## src/rtl/kv_pkg.sv

```systemverilog
package kv_pkg;

  typedef enum logic [1:0] {
    ACC_KEY  = 2'd0,
    ACC_CTRL = 2'd1,
    ACC_NONE = 2'd2
  } acc_class_e;

endpackage

```

## src/rtl/kv_lock.sv

```systemverilog
module kv_lock (
  input  logic clk,
  input  logic rst,
  input  logic set_a,
  input  logic set_b,
  output logic locked
);

  always_ff @(posedge clk) begin
    if (rst)                 locked <= 1'b0;
    else if (set_a || set_b) locked <= 1'b1;
  end

  AST_LOCK_STICKY: assert property (@(posedge clk) disable iff (rst)
    locked |=> locked);

endmodule

```

## src/rtl/kv_store.sv

```systemverilog
module kv_store #(
  parameter int DATA_W    = 32,
  parameter int KEY_WORDS = 8,
  localparam int IDX_W    = $clog2(KEY_WORDS),
  localparam int KEY_W    = DATA_W * KEY_WORDS
) (
  input  logic              clk,
  input  logic              rst,
  input  logic              locked,
  input  logic              a_we,
  input  logic [IDX_W-1:0]  a_idx,
  input  logic [DATA_W-1:0] a_data,
  input  logic              b_we,
  input  logic [IDX_W-1:0]  b_idx,
  input  logic [DATA_W-1:0] b_data,
  output logic [KEY_W-1:0]  key_flat
);

  for (genvar i = 0; i < KEY_WORDS; i++) begin : g_word
    logic [DATA_W-1:0] word_q;
    always_ff @(posedge clk) begin
      if (rst)                                   word_q <= '0;
      else if (a_we && a_idx == IDX_W'(i))       word_q <= a_data;
      else if (b_we && b_idx == IDX_W'(i))       word_q <= b_data;
    end
    assign key_flat[i*DATA_W +: DATA_W] = word_q;
  end

  AST_KEY_FROZEN: assert property (@(posedge clk) disable iff (rst)
    locked |=> $stable(key_flat));

endmodule

```

## src/rtl/kv_port.sv

```systemverilog
module kv_port
  import kv_pkg::*;
#(
  parameter int ADDR_W    = 8,
  parameter int DATA_W    = 32,
  parameter int KEY_WORDS = 8,
  localparam int IDX_W    = $clog2(KEY_WORDS),
  localparam int WIDX_W   = ADDR_W - 2,
  localparam int KEY_W    = DATA_W * KEY_WORDS
) (
  input  logic              clk,
  input  logic              rst,
  input  logic              req_valid,
  input  logic              req_write,
  input  logic [ADDR_W-1:0] req_addr,
  input  logic [DATA_W-1:0] req_wdata,
  input  logic              locked,
  input  logic [KEY_W-1:0]  key_flat,
  output logic              key_we,
  output logic [IDX_W-1:0]  key_idx,
  output logic [DATA_W-1:0] key_wdata,
  output logic              lock_set,
  output logic              rsp_done,
  output logic [DATA_W-1:0] rsp_rdata,
  output logic              rsp_err
);

  localparam logic [WIDX_W-1:0] CTRL_IDX = WIDX_W'(KEY_WORDS);

  logic [WIDX_W-1:0] widx;
  logic              unused_lo;
  acc_class_e        acc;
  logic              refused;
  logic [DATA_W-1:0] rd_val;

  assign widx      = req_addr[ADDR_W-1:2];
  assign unused_lo = ^req_addr[1:0];
  assign key_idx   = widx[IDX_W-1:0];
  assign key_wdata = req_wdata;

  always_comb begin
    if (widx < CTRL_IDX)       acc = ACC_KEY;
    else if (widx == CTRL_IDX) acc = ACC_CTRL;
    else                       acc = ACC_NONE;
  end

  assign refused  = (acc == ACC_NONE) || (acc == ACC_KEY && locked);
  assign key_we   = req_valid && req_write && acc == ACC_KEY && !locked;
  assign lock_set = req_valid && req_write && acc == ACC_CTRL && req_wdata[0];

  always_comb begin
    rd_val = '0;
    case (acc)
      ACC_KEY:  if (!locked) rd_val = key_flat[key_idx*DATA_W +: DATA_W];
      ACC_CTRL: rd_val = {{(DATA_W-1){1'b0}}, locked};
      default:  rd_val = '0;
    endcase
  end

  always_ff @(posedge clk) begin
    if (rst) begin
      rsp_done  <= 1'b0;
      rsp_rdata <= '0;
      rsp_err   <= 1'b0;
    end else begin
      rsp_done  <= req_valid;
      rsp_rdata <= (req_valid && !req_write) ? rd_val : '0;
      rsp_err   <= req_valid && refused;
    end
  end

  AST_LOCKED_READ_ZERO: assert property (@(posedge clk) disable iff (rst)
    (req_valid && !req_write && acc == ACC_KEY && locked) |=> (rsp_err && rsp_rdata == '0));
  AST_DONE_FOLLOWS: assert property (@(posedge clk) disable iff (rst)
    req_valid |=> rsp_done);
  AST_NO_SPURIOUS_DONE: assert property (@(posedge clk) disable iff (rst)
    !req_valid |=> !rsp_done);
  AST_UNMAPPED_ERR: assert property (@(posedge clk) disable iff (rst)
    (req_valid && widx > CTRL_IDX) |=> (rsp_err && rsp_rdata == '0));

endmodule

```

## src/rtl/keyvault_top.sv

```systemverilog
module keyvault_top #(
  parameter int ADDR_W    = 8,
  parameter int DATA_W    = 32,
  parameter int KEY_WORDS = 8,
  localparam int IDX_W    = $clog2(KEY_WORDS),
  localparam int KEY_W    = DATA_W * KEY_WORDS
) (
  input  logic              clk,
  input  logic              rst,
  input  logic              bus_valid,
  input  logic              bus_write,
  input  logic [ADDR_W-1:0] bus_addr,
  input  logic [DATA_W-1:0] bus_wdata,
  output logic              bus_done,
  output logic [DATA_W-1:0] bus_rdata,
  output logic              bus_err,
  input  logic              dbg_valid,
  input  logic              dbg_write,
  input  logic [ADDR_W-1:0] dbg_addr,
  input  logic [DATA_W-1:0] dbg_wdata,
  output logic              dbg_done,
  output logic [DATA_W-1:0] dbg_rdata,
  output logic              dbg_err,
  output logic [KEY_W-1:0]  key_out,
  output logic              locked
);

  logic              bus_we, dbg_we, bus_lset, dbg_lset;
  logic [IDX_W-1:0]  bus_idx, dbg_idx;
  logic [DATA_W-1:0] bus_kd, dbg_kd;

  kv_port #(.ADDR_W(ADDR_W), .DATA_W(DATA_W), .KEY_WORDS(KEY_WORDS)) u_bus_port (
    .clk(clk), .rst(rst),
    .req_valid(bus_valid), .req_write(bus_write), .req_addr(bus_addr), .req_wdata(bus_wdata),
    .locked(locked), .key_flat(key_out),
    .key_we(bus_we), .key_idx(bus_idx), .key_wdata(bus_kd), .lock_set(bus_lset),
    .rsp_done(bus_done), .rsp_rdata(bus_rdata), .rsp_err(bus_err)
  );

  kv_port #(.ADDR_W(ADDR_W), .DATA_W(DATA_W), .KEY_WORDS(KEY_WORDS)) u_dbg_port (
    .clk(clk), .rst(rst),
    .req_valid(dbg_valid), .req_write(dbg_write), .req_addr(dbg_addr), .req_wdata(dbg_wdata),
    .locked(locked), .key_flat(key_out),
    .key_we(dbg_we), .key_idx(dbg_idx), .key_wdata(dbg_kd), .lock_set(dbg_lset),
    .rsp_done(dbg_done), .rsp_rdata(dbg_rdata), .rsp_err(dbg_err)
  );

  kv_lock u_lock (
    .clk(clk), .rst(rst), .set_a(bus_lset), .set_b(dbg_lset), .locked(locked)
  );

  kv_store #(.DATA_W(DATA_W), .KEY_WORDS(KEY_WORDS)) u_store (
    .clk(clk), .rst(rst), .locked(locked),
    .a_we(bus_we), .a_idx(bus_idx), .a_data(bus_kd),
    .b_we(dbg_we), .b_idx(dbg_idx), .b_data(dbg_kd),
    .key_flat(key_out)
  );

  AST_RESET_WIPES: assert property (@(posedge clk)
    rst |=> (key_out == '0 && !locked));
  AST_DBG_LOCKED_REFUSED: assert property (@(posedge clk) disable iff (rst)
    (dbg_valid && locked && dbg_addr[ADDR_W-1:2] < (ADDR_W-2)'(KEY_WORDS)) |=> (dbg_err && dbg_rdata == '0));

endmodule

```

## config.mk

```make
export PLATFORM = sky130hd
export DESIGN_NAME = keyvault_top
export DESIGN_NICKNAME = d
export VERILOG_FILES = /design/src/rtl/kv_pkg.sv /design/src/rtl/kv_lock.sv /design/src/rtl/kv_store.sv /design/src/rtl/kv_port.sv /design/src/rtl/keyvault_top.sv
export SDC_FILE = /design/constraint.sdc
export NUM_CORES = 1
export LEC_CHECK = 0
export BUFFER_PORTS_ARGS = -buffer_cell sky130_fd_sc_hd__buf_2
export CORE_MARGIN = 2
export CORE_UTILIZATION = 57
export DETAILED_ROUTE_END_ITERATION = 12
export PLACE_DENSITY = 0.81
export SYNTH_ARGS = -nofsm -noshare
export SYNTH_HDL_FRONTEND = slang
export SYNTH_SLANG_ARGS = --single-unit
```

## constraint.sdc

```tcl
create_clock -name clk -period 6 [get_ports clk]
set_input_delay 0.6 -clock clk [delete_from_list [all_inputs] [get_ports clk]]
set_output_delay 0.6 -clock clk [all_outputs]
set_load 0.02 [all_outputs]
```

Word level (Yosys, flattened, before mapping)
Cells that the tools add are included.
{"block": "classes", "reduce_logical": 52, "n_eq_ne": 20, "bitwise": 2, "muxes": 24, "shifts": 2, "magnitude_cmp": 2}
{"cell": "$mux W32", "count": 18}
{"cell": "$shiftx A256 B9 Y32", "count": 2}
{"cell": "$pmux W32 S2", "count": 2}
{"cell": "$logic_and A1 B1 Y1", "count": 32}
{"cell": "$eq A3 B3 Y1 const B", "count": 8}
{"cell": "$reduce_bool A2 Y1", "count": 8}
{"cell": "$eq A3 B2 Y1 const B", "count": 4}
{"cell": "$eq A6 B4 Y1 const B", "count": 2}
{"cell": "$lt A6 B4 Y1 const B", "count": 2}
{"cell": "$mux W2", "count": 4}
{"cell": "$eq A3 B1 Y1 const B", "count": 2}
{"cell": "$logic_not A3 Y1", "count": 2}
{"cell": "$eq A2 B1 Y1 const B", "count": 2}
{"cell": "$eq A2 B2 Y1 const B", "count": 2}
{"cell": "$logic_not A2 Y1", "count": 2}
{"cell": "$reduce_or A2 Y1", "count": 2}
{"cell": "$logic_not A1 Y1", "count": 3}
{"cell": "$logic_or A1 B1 Y1", "count": 3}
{"cell": "$not A1 Y1", "count": 2}
{"block": "word_totals", "regBits": 325, "out_inout_bits": 325, "wordCells": 117}

Longest topological paths before layout
{"block": "logic_depth", "depth_word": 9, "depth_mapped": 8, "mapped_depth_nobuf": 4}

By module
From an unflattened synthesis, not the netlist that was laid out.
{"block": "hier_totals", "cells_unflattened": 1983, "area_unflattened_um2": 17962.2}
{"mod": "kv_store", "instances": 1, "cells_per_inst": 1514, "area_per_inst_um2": 11795.1}
{"mod": "kv_port", "instances": 2, "cells_per_inst": 233, "area_per_inst_um2": 3069.2}
{"mod": "kv_lock", "instances": 1, "cells_per_inst": 3, "area_per_inst_um2": 28.8}

Least setup slack after synthesis
Ideal clock, no wire load.
{"block": "synth_timing", "path_kind": "input-to-reg", "start": "in bus_addr[2]", "end": "reg u_bus_port.rsp_rdata[25]", "slack_ps": 3767, "setup_time_ps": 128, "path_buffers": 2, "cell_stages": 5, "t_arrival_ps": 2105, "cell_sequence": "buf_1 -> buf_1 -> mux4_2 -> mux2i_1 -> nor2_1"}
{"block": "synth_between", "elab_chain_len": 5, "word_cells_on_any_way": 9}
{"item": "start, declared", "line": "keyvault_top.sv:12", "rtl": "input logic [ADDR_W-1:0] bus_addr,"}
{"item": "branches (longest 4 deep; another with $shiftx A256 B9 Y32)"}
{"item": "$pmux W32 S2 (*)", "line": "kv_port.sv:53", "rtl": "case (acc)"}
{"item": "end signal, assigned", "line": "kv_port.sv:67", "rtl": "rsp_rdata <= (req_valid && !req_write) ? rd_val : '0;"}
{"item": "end, declared", "line": "kv_port.sv:24", "rtl": "output logic [DATA_W-1:0] rsp_rdata,"}
Every way passes the cells marked *.
A chain may end at the register's enable or synchronous reset.

Worst setup path after layout
{"block": "layout_timing", "start": "in dbg_addr[3]", "end": "reg u_store.g_word[2].word_q[27]"}
{"block": "layout_between", "elab_chain_len": 8, "word_cells_on_any_way": 10}
{"item": "start, declared", "line": "keyvault_top.sv:19", "rtl": "input logic [ADDR_W-1:0] dbg_addr,"}
{"item": "branches (longest 6 deep; another with $lt A6 B4 Y1)"}
{"item": "$logic_and A1 B1 Y1 (*)", "line": "kv_store.sv:24", "rtl": "else if (b_we && b_idx == IDX_W'(i)) word_q <= b_data;"}
{"item": "$reduce_bool A2 Y1 (no source line) (*)"}
{"item": "end signal, assigned", "line": "kv_store.sv:23", "rtl": "else if (a_we && a_idx == IDX_W'(i)) word_q <= a_data;"}
{"item": "end signal, assigned", "line": "kv_store.sv:24"}
{"item": "end, declared", "line": "kv_store.sv:20", "rtl": "logic [DATA_W-1:0] word_q;"}
Marked as above.

==> summary.md <==
| Metric | Value |
|---|---|
| Outcome | `finished clean` |
| First-pass GRT wire length | `91.7 mm` |
| Fmax | `276 MHz` |
| Hold Crit Class | `primary input to flop` |
| Pwr Density | `237 mW/mm^2` |
| Register area share after synthesis | `0.385` |
| Grt met1 use | `0.487` |
| Gr busiest metal | `met2` |
| Post-layout util | `0.678` |
| Max cap viols | `0` |
| GR Util met2 | `0.606` |
| Multi-input logic area | `approximately 0.0096 mm^2` |
| Slew HR | `0.246` |
| Hold path start | `bus_valid` |
| Drt total wl | `just over 60 mm` |
| Antenna violations before repair | `3` |
| RR Endpoint | `u_store.g_word[5].word_q[12]` |
| Vias | `between 15,000 and 20,000` |
| Most frequent cells in the layout | `buf_2 (401), dfxtp_1 (325), nor2_1 (321), mux2i_1 (196), nand2_1 (192)` |
| Global placement routability congestion | `0.839` |
| Post CTS Setup Buffer Count | `0` |
| Ys Warns | `0` |
| Fillcell total | `approximately 2,200` |
| Area growth from synthesis to layout | `17.9%` |
| DR iter-0 viols | `approximately 2,100` |
| Most used cell along the critical path | `buf_4` |
| Net Count, Synth | `between 1,500 and 2,000` |
| Root Buffer | `clkbuf_16` |
| Critical Path AT | `3.99 ns` |
| Endpoints failing hold | `0` |
| IO Pins | `411` |
| Hold path depth | `2` |
| Unrepaired setup endpoints after global routing | `no` |
| VDD IR max | `around 190 uV` |
| Hold Path End | `u_bus_port.rsp_done` |
| Layout cell share with drive strength beyond 1 | `0.314` |
| Fin nets | `between 2,000 and 2,500` |
| Port buffer count | `approximately 410` |
| Syn Area/Cell | `roughly 9.7 um^2` |
| CTS Hold Bufs | `0` |
| Worst slew pin tran | `roughly 1.1 ns` |
| Register area | `approximately 0.0065 mm^2` |
| Die ar. | `between 0.03 and 0.04 mm^2` |
| Clk slew on worst S/H paths | `0.06 ns` |
| WP data required | `between 6 and 7 ns` |
| Number of global-route vias before repair | `15,920` |
| Sink Count | `325` |
| # rows | `63` |
| Cell count after synthesis | `around 1,700` |
| Unique masters post-synth | `38` |
| Drc violations | `0` |
| Die Span X | `about 180 um` |
| Reg2reg setup slack | `about 3.0 ns` |
| Placement Cell Area | `around 0.019 mm^2` |
| Crit-path slowest cell | `nor2b_2` |
| Die height | `176 um` |
| Most common cell after layout, fill and taps aside | `buf_2` |
| GRT met3 Usage | `0.0835` |
| Fin crit share | `0.604` |
| CTS resizes | `0` |
| CP Cell Sequence | `buf_4 -> nor2b_2 -> nand3_2 -> buf_4 -> a221oi_1 -> nor3_1` |
| ANT nets after route | `0` |
| Setup-failing EPs final | `0` |
| Crit path largest cell delay | `roughly 0.96 ns` |
| Critical path fanouts, max | `68` |
| Worst-skew pair later-pin latency | `between 0.5 and 0.6 ns` |
| Design Power | `4.73 mW` |
| Largest net degree at the start of global routing | `about 110` |
| R2r worst-path depth | `5` |
| Num CTS Buffers | `36` |
| Hold Slack | `between 0.3 and 0.4 ns` |
| Final Slew Violations | `0` |
| Setup_tns | `0 ns` |
| Clock tree buffer depth | `3` |
| Post-synth EDFFs | `0` |
| Hpwl dp | `roughly 38 mm` |
| Lkg Pwr | `8.42 nW` |
| CP Launch Type | `primary input` |
| CTS H-tree lvls | `2` |
| Skew final | `between 0.03 and 0.04 ns` |
| Final min period | `around 3.6 ns` |
| Post-synth ARST share | `0` |
| Kind of critical path | `primary input to flop` |
| Initial Util | `0.576` |
| Cell Area, Synth | `approximately 0.017 mm^2` |
| Worst r2r src | `u_lock.locked` |
| Core area | `roughly 0.029 mm^2` |
| CTS tree | `yes` |
| Main synth FF type | `dfxtp_1` |
| Global route overflow | `0` |
| Cell area after layout | `approximately 0.02 mm^2` |
| Critical Path End Type | `flop` |
| Via density | `slightly below 7` |
| Worst setup path startpoint | `dbg_addr[3]` |
| Post-synthesis register bit count | `~330` |
| Wire per inst | `approximately 25 um` |
| Drt pass-1 iters | `5` |
| Gr usage total | `0.379` |
-- per-layer routing --
| layer | vias up | share of wire |
|---|---|---|
| met1 | 8007 | 0.36 |
| met2 | 1392 | 0.47 |
| li1 | 6902 | - |
| met3 | 254 | 0.13 |
| met5 | - | 0.00025 |
| met4 | 2 | 0.045 |
-- critical path, delay by kind of cell --
| family | cells | cell delay [ns] |
|---|---|---|
| AND/OR/NAND/NOR | 3 | 1.72 |
| AO/OA/AOI/OAI | 1 | 0.31 |
| buffers and inverters | 2 | 1.30 |
-- where the power goes --
group / internal [mW] / total (mW) / switching [mW]
sequential: 2.17 / 2.18 / 0.0133
combinational: 0.106 / 0.329 / 0.223
clock: 1.29 / 2.22 / 0.924
total: 3.57 / 4.73 / 1.16
-- sequential cells by signal (all words and copies together), names as in the netlist --
signal                 cells
u_bus_port.rsp_err         1
u_store.g_word.word_q    256
u_dbg_port.rsp_rdata      32
u_bus_port.rsp_done        1
u_bus_port.rsp_rdata      32
u_lock.locked              1
u_dbg_port.rsp_err         1
u_dbg_port.rsp_done        1
-- per-stage QoR --
| step | setup slack, ns | cells |
|---|---|---|
| 6_report | 2.37 | 2407 |
| 5_1_grt | 2.38 | 2406 |
| 4_1_cts | 2.52 | 2404 |
| 3_5_place_dp | 2.00 | 2342 |
| 3_3_place_gp | 2.12 | 2342 |
| 2_1_floorplan | 3.77 | 1740 |
-- cell type report --
cell class | count | area share
sequential | 325 | 0.326
multi-input combinational | 1195 | 0.479
clock buffer | 51 | 0.0520
tap | 390 | 0.0245
antenna | 3 | 0.000376
clock inverter | 11 | 0.00615
timing repair buffer | 430 | 0.112
inverter | 2 | 0.000376
-- how the worst max path moves through the flow --
stage	endpoint	slack, ns	depth (start not counted)
final	u_store.g_word[2].word_q[27]	2.37	6
after floorplan	u_bus_port.rsp_rdata[25]	3.77	5
after global routing	u_store.g_word[2].word_q[21]	2.38	6
after detailed placement	u_store.g_word[2].word_q[27]	2.00	6
after global placement	u_store.g_word[2].word_q[20]	2.12	6
after CTS	u_store.g_word[2].word_q[27]	2.52	6
-- kinds of logic (layout without fill, tap and decap cells) --
logic type / Yosys count / after routing / share of synthesized area
buffers and inverters: 220 / 494 / 0.0561
and+or+nand+nor: 611 / 611 / 0.150
muxes: 322 / 322 / 0.284
other: 0 / 3 / 0
AOI/OAI and AO/OA: 262 / 262 / 0.126
DFF: 325 / 325 / 0.385
-- synthesized netlist by cell type (3+ instances only) --
| library cell | n | area share |
|---|---|---|
| a211oi_1 | 127 | 0.056 |
| a221oi_1 | 33 | 0.017 |
| a311oi_1 | 96 | 0.050 |
| and2_1 | 17 | 0.0063 |
| and3_1 | 5 | 0.0018 |
| buf_1 | 18 | 0.0040 |
| buf_2 | 42 | 0.012 |
| buf_8 | 3 | 0.0027 |
| clkbuf_1 | 125 | 0.028 |
| clkbuf_2 | 30 | 0.0089 |
| dfxtp_1 | 325 | 0.38 |
| mux2i_1 | 196 | 0.12 |
| mux4_2 | 126 | 0.17 |
| nand2_1 | 193 | 0.043 |
| nand3_1 | 9 | 0.0027 |
| nand4_1 | 7 | 0.0026 |
| nor2_1 | 323 | 0.072 |
| nor2b_1 | 4 | 0.0015 |
| nor3_1 | 34 | 0.010 |
Note: power is estimated with default switching activity, not from simulation.
